[config.mk]
export PLATFORM = sky130hd
export DESIGN_NAME = ext_id_reader
export DESIGN_NICKNAME = d
export VERILOG_FILES = /design/src/rtl/ext_id_pkg.sv /design/src/rtl/ext_id_rom.sv /design/src/rtl/ext_id_ctl.sv /design/src/rtl/ext_id_reader.sv
export SDC_FILE = /design/constraint.sdc
export NUM_CORES = 1
export LEC_CHECK = 0
export ABC_AREA = 1
export BUFFER_PORTS_ARGS = -buffer_cell sky130_fd_sc_hd__buf_4
export CORE_MARGIN = 3
export CORE_UTILIZATION = 44
export DETAILED_ROUTE_END_ITERATION = 12
export PLACE_DENSITY_LB_ADDON = 0.15
export SYNTH_ARGS = -nofsm -noshare
export SYNTH_HDL_FRONTEND = slang
export SYNTH_SLANG_ARGS = --single-unit
[constraint.sdc]
create_clock -name clk -period 2.1 [get_ports clk]
set_input_delay 0.42 -clock clk [delete_from_list [all_inputs] [get_ports clk]]
set_output_delay 0.42 -clock clk [all_outputs]
set_load 0.1 [all_outputs]
[src/rtl/ext_id_pkg.sv]
package ext_id_pkg;

   localparam int          RGN_AW    = 5;
   localparam int          RGN_BYTES = 1 << RGN_AW;
   localparam logic [7:0]  RGN_BASE  = 8'h80;
   localparam logic [3:0]  RGN_CODE  = 4'hB;

   typedef enum logic [2:0] {
      ST_IDLE,
      ST_DEV,
      ST_WORD,
      ST_HOLD,
      ST_READ
   } ext_st_e;

   // Byte stored at region offset idx for the chosen identifier layout.
   function automatic logic [7:0] ext_byte(input int unsigned idx,
                                           input logic [127:0] sn,
                                           input logic [23:0]  oui,
                                           input logic [39:0]  ext,
                                           input bit           e64);
      logic [63:0] v64;
      logic [47:0] v48;
      v64 = {oui, ext};
      v48 = {oui, ext[23:0]};
      if (idx < 16)
         return 8'(sn >> (8 * (15 - idx)));
      if (e64 && idx >= 24)
         return 8'(v64 >> (8 * (31 - idx)));
      if (!e64 && idx >= 26)
         return 8'(v48 >> (8 * (31 - idx)));
      return 8'hFF;
   endfunction

endpackage

[src/rtl/ext_id_rom.sv]
module ext_id_rom
   import ext_id_pkg::*;
#(
   parameter logic [127:0] SERIAL_NUM = 128'h0,
   parameter logic [23:0]  OUI        = 24'hFCC23D,
   parameter logic [39:0]  EXT_ID     = 40'h0,
   parameter bit           EUI64      = 1'b1
) (
   input  logic [RGN_AW-1:0] idx_i,
   output logic [7:0]        data_o
);

   localparam logic [15:0] EXT_HI = EXT_ID[39:24];

   logic [7:0] tbl [RGN_BYTES];

   for (genvar i = 0; i < RGN_BYTES; i++) begin : g_byte
      assign tbl[i] = ext_byte(i, SERIAL_NUM, OUI, EXT_ID, EUI64);
   end

   if (EUI64) begin : g_e64_check
      initial begin
         if (EXT_HI == 16'hFFFE || EXT_HI == 16'hFFFF)
            $error("ext_id_rom: 64-bit extension begins with a reserved value");
      end
   end else begin : g_e48_check
      initial begin
         if (EXT_ID[39:24] != 16'h0)
            $warning("ext_id_rom: upper extension bytes unused in 48-bit layout");
      end
   end

   assign data_o = tbl[idx_i];

endmodule

[src/rtl/ext_id_ctl.sv]
module ext_id_ctl
   import ext_id_pkg::*;
#(
   parameter int STRAP_W = 3
) (
   input  logic               clk,
   input  logic               rst_n,
   input  logic [STRAP_W-1:0] strap_i,
   input  logic               start_i,
   input  logic               stop_i,
   input  logic               byte_valid_i,
   input  logic [7:0]         byte_i,
   input  logic               tx_take_i,
   input  logic               arr_ptr_we_i,
   input  logic [7:0]         arr_ptr_i,
   output logic               ack_o,
   output logic               sel_o,
   output logic [7:0]         ptr_o
);

   localparam int CODE_LSB = 1 + STRAP_W;

   ext_st_e    st_q, st_n;
   logic [7:0] ptr_q, ptr_n;
   logic       own_upd;
   logic       dev_hit;

   function automatic logic [7:0] in_region(input logic [RGN_AW-1:0] off);
      return RGN_BASE | 8'(off);
   endfunction

   assign dev_hit = (byte_i[7:CODE_LSB] == RGN_CODE) &&
                    (byte_i[CODE_LSB-1:1] == strap_i);

   always_comb begin
      st_n    = st_q;
      ptr_n   = ptr_q;
      ack_o   = 1'b0;
      own_upd = 1'b0;
      if (byte_valid_i) begin
         case (st_q)
            ST_DEV: begin
               if (dev_hit) begin
                  ack_o = 1'b1;
                  if (byte_i[0]) begin
                     st_n    = ST_READ;
                     ptr_n   = in_region(ptr_q[RGN_AW-1:0]);
                     own_upd = 1'b1;
                  end else begin
                     st_n = ST_WORD;
                  end
               end else begin
                  st_n = ST_IDLE;
               end
            end
            ST_WORD: begin
               ack_o   = 1'b1;
               ptr_n   = in_region(byte_i[RGN_AW-1:0]);
               own_upd = 1'b1;
               st_n    = ST_HOLD;
            end
            default: ;
         endcase
      end
      if (st_q == ST_READ && tx_take_i) begin
         ptr_n   = in_region(ptr_q[RGN_AW-1:0] + 1'b1);
         own_upd = 1'b1;
      end
      if (arr_ptr_we_i && !own_upd && st_q != ST_READ)
         ptr_n = arr_ptr_i;
      if (stop_i)
         st_n = ST_IDLE;
      if (start_i)
         st_n = ST_DEV;
   end

   always_ff @(posedge clk or negedge rst_n) begin
      if (!rst_n) begin
         st_q  <= ST_IDLE;
         ptr_q <= 8'h00;
      end else begin
         st_q  <= st_n;
         ptr_q <= ptr_n;
      end
   end

   assign sel_o = (st_q == ST_READ);
   assign ptr_o = ptr_q;

endmodule

[src/rtl/ext_id_reader.sv]
module ext_id_reader
   import ext_id_pkg::*;
#(
   parameter int           STRAP_W    = 3,
   parameter logic [127:0] SERIAL_NUM = 128'h0123_4567_89AB_CDEF_FEDC_BA98_7654_3210,
   parameter logic [23:0]  OUI        = 24'hFCC23D,
   parameter logic [39:0]  EXT_ID     = 40'h00_1122_3344,
   parameter bit           EUI64      = 1'b1
) (
   input  logic               clk,
   input  logic               rst_n,
   input  logic [STRAP_W-1:0] strap_i,
   input  logic               start_i,
   input  logic               stop_i,
   input  logic               byte_valid_i,
   input  logic [7:0]         byte_i,
   input  logic               tx_take_i,
   input  logic               arr_ptr_we_i,
   input  logic [7:0]         arr_ptr_i,
   output logic               ack_o,
   output logic               sel_o,
   output logic [7:0]         rd_data_o,
   output logic [7:0]         ptr_o
);

   logic [7:0] rom_q;

   ext_id_ctl #(.STRAP_W(STRAP_W)) ctl_i (
      .clk          (clk),
      .rst_n        (rst_n),
      .strap_i      (strap_i),
      .start_i      (start_i),
      .stop_i       (stop_i),
      .byte_valid_i (byte_valid_i),
      .byte_i       (byte_i),
      .tx_take_i    (tx_take_i),
      .arr_ptr_we_i (arr_ptr_we_i),
      .arr_ptr_i    (arr_ptr_i),
      .ack_o        (ack_o),
      .sel_o        (sel_o),
      .ptr_o        (ptr_o)
   );

   ext_id_rom #(
      .SERIAL_NUM (SERIAL_NUM),
      .OUI        (OUI),
      .EXT_ID     (EXT_ID),
      .EUI64      (EUI64)
   ) rom_i (
      .idx_i  (ptr_o[RGN_AW-1:0]),
      .data_o (rom_q)
   );

   assign rd_data_o = sel_o ? rom_q : 8'hFF;

endmodule

# After elaboration in Yosys (flattened, before gate mapping)
# Memories as Yosys holds them, arrays and structs flattened.
# Cells that the tools add are included.
dict set report word_totals {
  reg_bits 11
  inputBits 26
  out_inout_bits 18
  rom_bits 256
  mem_count 1
  word_cells 52
}
dict set report classes {
  n_mux 23
  addsub 1
  eq_ne 9
  bitwise_logic 1
  reduce_logical 13
  magnitude_cmp 1
}
# name words word_bits rd rd_ports_with_merged_regs write_ports line_no
set memory_table {}
lappend memory_table {{(no name shown)} 32 8 1 0 0 ext_id_rom.sv:33} ;# assign data_o = tbl[idx_i];
# operator n
set ops {}
lappend ops {{8-bit 2-to-1 mux} 8}
lappend ops {{8-bit one-hot mux with 2 select lines} 1}
lappend ops {{3-bit 2-to-1 mux} 5}
lappend ops {{3-bit nonzero test} 3}
lappend ops {{4-bit nonzero test} 2}
lappend ops {{6-bit greater-or-equal comparator (second input constant)} 1}
lappend ops {{1-bit 2-to-1 mux} 6}
lappend ops {{5-bit inverter with 6-bit output} 1}
lappend ops {{3-bit one-hot mux with 2 select lines} 1}
lappend ops {{5-bit by 1-bit adder with 5-bit output (second input constant)} 1}
lappend ops {{4-bit equality test (second input constant)} 1}
lappend ops {{1-bit logical AND} 4}
lappend ops {{4-bit by 1-bit != test with 1-bit output (second input constant)} 1}
lappend ops {{4-bit by 2-bit != test with 1-bit output (second input constant)} 1}
lappend ops {{1-bit one-hot mux with 2 select lines} 2}
lappend ops {{4-bit AND reduction} 1}
lappend ops {{3-bit by 1-bit equality test with 1-bit output (second input constant)} 1}
lappend ops {{3-bit by 2-bit equality test with 1-bit output (second input constant)} 1}
lappend ops {{3-bit equality test} 1}
lappend ops {{3-bit equality test (second input constant)} 1}
lappend ops {{3-bit by 1-bit != test with 1-bit output (second input constant)} 1}
lappend ops {{3-bit != test (second input constant)} 1}
lappend ops {{3-bit AND reduction} 1}
lappend ops {{2-bit AND reduction} 1}
lappend ops {{1-bit logical NOT} 1}

# Logic depth before layout (Yosys ltp)
# Gate-level depths: netlist (run 1).
dict set report logic_depth {
  depth_word 11
  mapped_depth 13
  mapped_depth_nobuf 12
}

# Hierarchy
# Synthesis (run 1) repeated with hierarchy kept, for this count alone.
dict set report unflattened {
  hier_cells 190
  area_unflattened_um2 1221.2
}
# mod seq_area_each_um2 n_inst area_per_inst_um2 cells_each
set modules_own_cells {}
lappend modules_own_cells {ext_id_ctl 275.3 1 939.7 135}
lappend modules_own_cells {ext_id_rom 0.0 1 216.5 38}
lappend modules_own_cells {ext_id_reader 0.0 1 65.1 17}

# Worst setup path before layout (run 1)
# Ideal clock, no wire load.
dict set report synth_path {
  path_kind {reg-to-output}
  startpoint {register ctl_i.ptr_q[0] (netlist: ctl_i.ptr_o[0])}
  endpoint {output rd_data_o[1]}
  t_arrival_ns 3.454
  n_path_buf 0
  setup_slack_ns -1.774
  path_stages_with_launch 4
  t_required_ns 1.680
  path_cell_list {dfrtp_1 ha_1 a21oi_1 o21ai_0}
}
dict set report synth_via {
  elab_chain_cells 5
}
# item line_no
set synth_lines {}
lappend synth_lines {{start, declared} ext_id_ctl.sv:24} ;# logic [7:0] ptr_q, ptr_n;
lappend synth_lines {{start signal, assigned} ext_id_ctl.sv:83} ;# ptr_q <= ptr_n;
lappend synth_lines {{5-bit inverter with 6-bit output (implied by the code)} ext_id_rom.sv:33}
lappend synth_lines {{memory 32 x 8 bit} n/a}
lappend synth_lines {{8-bit 2-to-1 mux (implied by the code) (2 in a row)} ext_id_rom.sv:33}
lappend synth_lines {{8-bit 2-to-1 mux} ext_id_reader.sv:54} ;# assign rd_data_o = sel_o ? rom_q : 8'hFF;
lappend synth_lines {{end, declared} ext_id_reader.sv:22} ;# output logic [7:0] rd_data_o,
# Every way passes these cells. The select of a mux whose other input is x is not followed.

# Final worst setup path (run 1)
dict set report layout_path {
  startpoint {register ctl_i.ptr_q[1] (netlist: ctl_i.ptr_o[1])}
  endpoint {output rd_data_o[2]}
}
# The elaborated chain is that of the path after synthesis.

==> reports/results.ini, run 1 <==
[status]
status = complete, but fails checks
violations = negative setup slack

[min_path]
holdPathStages = 3
min_path_type = primary input to register
min_to = ctl_i.ptr_o[6]
min_from = arr_ptr_i[6]

[sta]
finalSetupTns_ps = -85.3
final-hold-violation-count = 0
setup_violations = 3
whs_ps = 349
grt_setup_unrepaired = true
fin_crit_sh = 1.02
drv_slew = 0
skew_ps = 5.90
tightest_slew_ps = 347
fin_crit_ps = 2150
maxSlewHeadroom = 0.768
max_freq_mhz = 465
setup_ws_ps = -51.9

[setup_path]
reg2reg_to = ctl_i.ptr_o[3]
critPathRequiredTime_ps = 1680
cp.arrival_ps = 1730
ff2ff_path_depth = 8
end_kind = output port
crit_type = register to output port
critPathMaxFanout = 4
crit_path_max_incr_delay_ps = 530
crit_path_start_kind = register
critPathSlowestCell = dfrtp_4
path_cells = buf_12, nand2_4, o21ai_2, a311oi_4, nand2_4, buf_12
r2r_slack_ps = 350
r2r_start = ctl_i.st_q[2]

[placed_design]
io_buffers = 43
hpwl_mm = 2.29
gp_congestion = 0.794
place_ws_ps = 151
dpl_cell_area_um2 = 1500

[finish]
multiInputGateArea_um2 = 816
area_delta_synth_final_pct = 71.9
fin_area_um2 = 1820
n_fill_cell = 152
drive_gt1_frac = 0.453
regArea_um2 = 294
fin_nets = 255
diodes = 0

[synth]
avgSynthCellArea_um2 = 6.47
synth_edf_count = 0
yosysWarnings = 0
synth.cell_area_um2 = 1060
ys_async_sr_fraction = 1.00
dominantRegCellSynth = dfrtp_1
seq_area_frac_synth = 0.259
ys_top_cells_by_count = nand2_1 (59), inv_1 (21), dfrtp_1 (11), nand3_1 (11), nand4_1 (11)
postSynthCellCount = 164
synth_top_area_share = 0.259
synth_cell_type_count = 30
synth_nets = 195
synth_area_leaders = dfrtp_1 (26%), nand2_1 (21%), inv_1 (7.4%)
yosysMostFrequentCell = nand2_1
ys_ff_latch = 11
yosysTopAreaCell = dfrtp_1

[clock_network]
clockBufferDepth = 2
clk_pin_slew_ps = 70
cts_root_buffer = clkbuf_4
clk_latency_ps = 270
h-tree-depth = 1
cts_tree = built
cts.sinks = 11
numCtsBuffers = 3

[route]
vias = 1334
via_per_inst = 5.31
antenna_violating_nets_post_route = 0
dr_wl_met3_um = 160
top_layer_used = met4
routed_wl_mm = 3.61
wl_met2_mm = 2.05
drt_iter0_drc = 25
dr.pass1.iters = 4
wl_per_cell_um = 14.4
post-route-drc-count = 0
drt-met1-wl_mm = 1.38

[grt]
grt_overflow = 0
grt_pass1_vias = 1121
grt_max_degree = 17
antenna_found_initial = 0
track_usage = 0.219
grt_pass1_wl_mm = 4.75

[floorplan]
coreArea_um2 = 2250
die-area_um2 = 3040
die_y_um = 55.1
rows = 17
die_x_um = 55.1
initial_core_util = 0.471
ios = 44

[pwr]
irDropWorstVdd_uv = 584
p_per_area_nw_per_um2 = 540
p_total_mw = 0.985
leakage_nw = 0.935

[flow_run]
cap_violations = 0

[layout by cell type (no fill, tap or decap), types with 2 or more instances in the layout]
cell type / instances
ha_1: 2
inv_1: 17
buf_4: 47
clkbuf_4: 3
nand3_1: 9
nand2_1: 52
buf_6: 3
nand3_2: 4
o21ai_2: 2
inv_2: 3
a22oi_2: 2
buf_12: 7
nand4_1: 11
ha_4: 3
o21ai_0: 7
dfrtp_1: 6
a21oi_1: 2
inv_4: 3
nor2_1: 7
dfrtp_4: 5
nand2_4: 6
nand2_2: 4
[flip-flops by register name, indices dropped and copies added (netlist names)]
name and count:
ctl_i.ptr_o 8, ctl_i.st_q 3
[power by group]
group	internal, mW	total, mW	switching (mW)	leakage [nW]
Clock	0.0737	0.148	0.0744	0.0150
Combinational	0.194	0.552	0.358	0.790
Sequential	0.242	0.285	0.0430	0.130
[metrics by stage]
stage / util / std cells
2_1_floorplan: - / 164
5_1_grt: 0.809 / 251
3_3_place_gp: 0.664 / 235
3_5_place_dp: 0.664 / 235
4_1_cts: 0.741 / 248
6_report: 0.809 / 251
[how the worst max path moves through the flow]
stage,startpoint,end,slack (ps),cells after the start
final,ctl_i.ptr_o[1],rd_data_o[2],-50,6
after global routing,ctl_i.ptr_o[1],rd_data_o[2],-70,6
after CTS,ctl_i.ptr_o[1],rd_data_o[2],3,6
after detailed placement,ctl_i.ptr_o[4],rd_data_o[6],150,6
after global placement,ctl_i.ptr_o[4],rd_data_o[6],190,6
after floorplan,ctl_i.ptr_o[0],rd_data_o[4],-310,4
[metal layers]
| layer | global-route usage | vias to the layer above |
|---|---|---|
| met5 | 0 | - |
| met4 | 0.0364 | 0 |
| met3 | 0.0509 | 2 |
| met2 | 0.407 | 47 |
| met1 | 0.256 | 627 |
| li1 | - | 658 |
[cell families after synthesis]
family | after synthesis | share of synthesized area
compound gates | 21 | 0.132
xor+xnor | 2 | 0.0165
fa+ha+maj | 5 | 0.0590
buf+inv | 28 | 0.108
flops | 11 | 0.259
simple gates | 97 | 0.425
[layout make-up]
cell class / count / area share
repair buffers: 59 / 0.302
flip-flops and latches: 11 / 0.161
well taps: 28 / 0.0192
inverters: 24 / 0.0556
multi-input cells: 125 / 0.447
clock buffers: 4 / 0.0144
[repair_timing]
action | in CTS | in global routing
cloned | 0 | 0
setup endpoints to repair | 6 | 9
gates resized for setup | 16 | 27
hold buffers | 1 | 0
pin swaps | 2 | 7
endpoints found under the hold margin | 11 | 0
buffers inserted | 8 | 3
[critical path, delay by kind of cell (launching register included)]
family	cells	cell delay (ps)
flip-flops	1	530
buffers and inverters	2	330
AND/OR/NAND/NOR	2	150
AO/OA/AOI/OAI	2	440
Note: power is estimated with default switching activity, not from simulation.
==> run 2, diff against run 1 <==
Settings changed: SYNTH_HIERARCHICAL set to 1.
==> run 2 against run 1 <==
Against the previous run: the run now ends clean; setup slack better by 75 ps; power down 13%; core utilization down 9.8 points; sequential power down 5%; flip-flop and latch count unchanged; die area up 13%; sequential share of layout area down 0.43 points; clock-buffer cell count unchanged; clock skew down 4.4 ps; critical path type unchanged; largest power group unchanged.
==> reports/results.ini, run 2 <==
[status]
status = finished, final reports clean

[min_path]
min_path_type = primary input to register
min_to = ctl_i/st_q[0]
min_from = stop_i
holdPathStages = 2

[setup_path]
reg2reg_to = ctl_i/ptr_o[0]
end_kind = output port
critPathSlowestCell = dfrtp_4
cp.arrival_ps = 1660
crit_type = register to output port
ff2ff_path_depth = 10
r2r_slack_ps = 370
critPathRequiredTime_ps = 1680
cp.buffers_inverters = 3
crit_path_start_kind = register
path_cells = buf_4, ha_1, nand3_2, nand3_1, inv_1, nand2_2, buf_6
r2r_start = ctl_i/st_q[1]
critPathTopFamily = flip-flops
critPathMaxFanout = 6
crit_path_max_incr_delay_ps = 510

[synth]
yosysMostFrequentCell = nand2_1
postSynthCellCount = 190
synth.cell_area_um2 = 1220
yosysTopAreaCell = dfrtp_1
synth_top_area_share = 0.225
synth_edf_count = 0
synth_area_leaders = dfrtp_1 (23%), nand2_1 (20%), inv_1 (8.9%)
dominantRegCellSynth = dfrtp_1
ys_ff_latch = 11
synth_cell_type_count = 26
ys_async_sr_fraction = 1.00
ys_top_cells_by_count = nand2_1 (64), inv_1 (29), nand3_1 (17)
synth_nets = 222
seq_area_frac_synth = 0.225
avgSynthCellArea_um2 = 6.43
yosysWarnings = 6

[sta]
drv_slew = 0
setup_ws_ps = 23.5
finalSetupTns_ps = 0
grt_setup_unrepaired = true
setup_violations = 0
maxSlewHeadroom = 0.715
fin_crit_ps = 2080
max_freq_mhz = 482
skew_ps = 1.49
final-hold-violation-count = 0
tightest_slew_ps = 427
fin_crit_sh = 0.989

[grt]
grt_max_degree = 16
track_usage = 0.206
grt_overflow = 0
grt_pass1_wl_mm = 5.58
antenna_found_initial = 0
grt_pass1_vias = 1251

[clock_network]
cts.sinks = 11
clk_latency_ps = 270
clockBufferDepth = 2
cts_tree = built
numCtsBuffers = 3
cts_root_buffer = clkbuf_4
h-tree-depth = 1
clk_pin_slew_ps = 70

[finish]
diodes = 0
multiInputGateArea_um2 = 876
regArea_um2 = 287
drive_gt1_frac = 0.434
fin_nets = 275
largest_reg_flops = 8
area_delta_synth_final_pct = 49.6
final_common_cell = nand2_1
final_cell_mix = nand2_1 (53), buf_4 (42), inv_1 (24)
n_fill_cell = 207

[placed_design]
hpwl_mm = 2.54
gp_congestion = 0.814
place_ws_ps = 233
io_buffers = 43

[pwr]
p_per_area_nw_per_um2 = 468
pwr-share-clk = 0.173
leakage_nw = 0.945
p_seq_frac = 0.319
netSwitchingPower_mw = 0.397
switching_share = 0.464
combPwrFrac = 0.509
power.internal_mw = 0.458
irDropWorstVdd_uv = 487

[route]
post-route-drc-count = 0
via_per_inst = 5.28
drt_iter0_drc = 88
antenna_violating_nets_post_route = 0
routed_wl_mm = 3.61
wl_per_cell_um = 13.3
dr.pass1.iters = 4
vias = 1435

[floorplan]
die-area_um2 = 3440
coreArea_um2 = 2570
die_y_um = 58.7
die_x_um = 58.7
initial_core_util = 0.476
ios = 44
rows = 18

[flow_run]
cap_violations = 0

run 2: stage by stage:
| stage | hold slack (ps) | cells | instance area, um^2 | power (mW) | utilization |
|---|---|---|---|---|---|
| 2_1_floorplan | 124 | 190 | 1270 | 0.543 | - |
| 3_3_place_gp | 260 | 260 | 1590 | 0.633 | 0.621 |
| 3_5_place_dp | 260 | 260 | 1590 | 0.641 | 0.621 |
| 4_1_cts | 341 | 269 | 1680 | 0.809 | 0.654 |
| 5_1_grt | 355 | 272 | 1830 | 0.909 | 0.712 |
| 6_report | 354 | 272 | 1830 | 0.855 | 0.712 |
run 2: repair_timing:
action | in CTS | in global routing
gates cloned | 0 | 1
endpoints found under the setup margin | 4 | 9
hold buffers | 1 | 0
hold endpoints to repair | 11 | 0
pin swaps | 0 | 4
resized for setup | 5 | 28
buffers inserted | 4 | 2
run 2: final cells by class:
class	count	area share
well taps	30	0.0205
clock buffers	4	0.0144
multi-input cells	141	0.479
inverters	34	0.0733
repair buffers	51	0.251
repair inverters	1	0.00411
flip-flops and latches	11	0.157
run 2: worst max path at each step:
stage,start,end,slack (ps),cells past startpoint
2_1_floorplan,ctl_i/st_q[1],rd_data_o[0],-70,5
3_3_place_gp,ctl_i/ptr_o[0],rd_data_o[1],290,9
3_5_place_dp,ctl_i/ptr_o[0],rd_data_o[5],230,9
4_1_cts,ctl_i/ptr_o[1],rd_data_o[5],2,9
5_1_grt,ctl_i/ptr_o[3],rd_data_o[6],-50,8
6_report,ctl_i/ptr_o[1],rd_data_o[6],20,7
run 2: worst reg2reg max path, stage by stage (launching register included):
cell,delay (ps)
dfrtp_1,420
inv_2,90
nand3_2,210
nor2_4,230
inv_1,240
nand2_1,130
o21ai_0,80
nand2_1,80
nand2_1,50
nand2_1,50
nand2_1,40
run 2: cells by family after synthesis:
group,share of synthesized area
AND/OR/NAND/NOR,0.481
buffers and inverters,0.138
AO/OA/AOI/OAI,0.0943
flip-flops,0.225
adder cells (fa/ha/maj),0.0615
run 2: layer usage:
| metal | GRT usage | up-vias | routed length, um |
|---|---|---|---|
| li1 | - | 708 | - |
| met3 | 0.0110 | 6 | 216 |
| met2 | 0.362 | 56 | 1810 |
| met4 | 0.0583 | 0 | 67 |
| met1 | 0.273 | 665 | 1520 |
| met5 | 0 | - | 0 |
run 2: power groups by stage:
| stage | registers [mW] | logic, mW | clock network [mW] |
|---|---|---|---|
| detailed placement | 0.276 | 0.365 | 0 |
| CTS | 0.266 | 0.386 | 0.158 |
| floorplan | 0.380 | 0.163 | 0 |
| global placement | 0.273 | 0.359 | 0 |
| finish | 0.272 | 0.435 | 0.148 |
| global route | 0.275 | 0.469 | 0.165 |
==> run 3, diff against run 2 <==
Settings changed: MAX_ROUTING_LAYER set to met4.
==> run 3 against run 2 <==
Against the previous run: via count rose by 0.49%; core utilization did not move; power barely moved; critical path depth did not move; first-iteration DRC count rose by 20%.
==> reports/results.ini, run 3 (synthesized netlist as in run 2, its figures left out) <==
[sta]
grt_setup_unrepaired = true
maxSlewHeadroom = 0.719
tightest_slew_ps = 422
max_freq_mhz = 483
drv_slew = 0
final-hold-violation-count = 0
fin_crit_sh = 0.986
skew_ps = 1.33
setup_violations = 0
whs_ps = 354
fin_crit_ps = 2070

[clock_network]
h-tree-depth = 1
clk_latency_ps = 270
numCtsBuffers = 3
cts_root_buffer = clkbuf_4
cts_tree = built
cts.sinks = 11
clockBufferDepth = 2
clk_pin_slew_ps = 70

[setup_path]
crit_path_start_kind = register
critPathRequiredTime_ps = 1680
end_kind = output port
critPathSlowestCell = dfrtp_4
crit_path_max_incr_delay_ps = 510
crit_type = register to output port
r2r_slack_ps = 380
cp.arrival_ps = 1650
critPathMaxFanout = 6
path_cells = buf_4, ha_1, nand3_2, nand3_1, inv_1, nand2_2, buf_6

[pwr]
irDropWorstVdd_uv = 488
leakage_nw = 0.945
p_per_area_nw_per_um2 = 468

[finish]
stdcell_count = 272
largest_reg_flops = 8
diodes = 0
n_fill_cell = 207
final_common_cell = nand2_1
fin_area_um2 = 1830
drive_gt1_frac = 0.434
area_delta_synth_final_pct = 49.6
final_cell_mix = nand2_1 (53), buf_4 (42), inv_1 (24)
fin_nets = 275

[route]
dr.pass1.iters = 4
antenna_violating_nets_post_route = 0
post-route-drc-count = 0
vias = 1442
routed_wl_mm = 3.61
drt_iter0_drc = 106
via_per_inst = 5.30
wl_per_cell_um = 13.3

[grt]
grt_pass1_vias = 1251
antenna_found_initial = 0
grt_max_degree = 16
track_usage = 0.212
grt_pass1_wl_mm = 5.58
grt_overflow = 0

[placed_design]
placed_cells = 260
dpl_cell_area_um2 = 1590
io_buffers = 43
hpwl_mm = 2.54
gp_congestion = 0.826

[status]
status = finished, final reports clean

[min_path]
min_path_type = primary input to register

[floorplan]
ios = 44
die-area_um2 = 3440
rows = 18
die_y_um = 58.7
die_x_um = 58.7
initial_core_util = 0.476
coreArea_um2 = 2570

[flow_run]
cap_violations = 0

==> run 3: final cells by class <==
cell class / instances / area, um^2 / area share
multi-input combinational: 141 / 876 / 0.479
timing repair buffer: 51 / 459 / 0.251
sequential: 11 / 287 / 0.157
inverter: 34 / 134 / 0.0733
tap: 30 / 37.5 / 0.0205
clock buffer: 4 / 26.3 / 0.0144
timing repair inverter: 1 / 7.51 / 0.00411
==> run 3: timing repair <==
| action | CTS | global route |
|---|---|---|
| pin swaps | 0 | 4 |
| hold buffers | 1 | 0 |
| setup buffers | 4 | 2 |
| setup endpoints to repair | 4 | 9 |
| gates resized for setup | 5 | 28 |
| gates cloned | 0 | 1 |
| endpoints found under the hold margin | 11 | 0 |
==> run 3: through the flow <==
stage / util / worst slack [ps] / power (mW) / TNS (ps)
2_1_floorplan: - / -68.8 / 0.543 / -550
3_3_place_gp: 0.621 / 294 / 0.633 / 0
3_5_place_dp: 0.621 / 233 / 0.641 / 0
4_1_cts: 0.654 / 2.15 / 0.809 / 0
5_1_grt: 0.712 / -52.3 / 0.909 / -158
6_report: 0.712 / 28.4 / 0.855 / 0
==> run 3: worst paths after layout <==
check / startpoint / endpoint / depth (start not counted)
worst max register to register: ctl_i/st_q[1] / ctl_i/ptr_o[0] / 10
worst max-delay path: ctl_i/ptr_o[1] / rd_data_o[6] / 7
max in group asynchronous: rst_n / ctl_i/ptr_o[0] / 2
worst min register to register: ctl_i/ptr_o[5] / ctl_i/ptr_o[5] / 2
worst min-delay path: stop_i / ctl_i/st_q[0] / 2
min in group asynchronous: rst_n / ctl_i/ptr_o[5] / 2
==> run 3: power by group <==
part           internal (mW)  leakage (nW)  total [mW]  switching (mW)
clock                 0.0737        0.0150       0.148          0.0739
combinational          0.152         0.800       0.435           0.283
sequential             0.233         0.131       0.272          0.0396
==> run 3: critical path: cells and delay by family (launching register included) <==
family,cells,cell delay (ps)
buffers and inverters,3,430
AND/OR/NAND/NOR,3,240
flip-flops,1,510
adder cells (fa/ha/maj),1,200
==> run 3: per-layer routing <==
| metal | vias up | global-route usage | part of all wire |
|---|---|---|---|
| met3 | 8 | 0.00877 | 0.067 |
| met2 | 66 | 0.362 | 0.50 |
| met5 | - | - | 0 |
| met1 | 660 | 0.276 | 0.41 |
| met4 | 0 | 0.0583 | 0.022 |
| li1 | 708 | - | - |
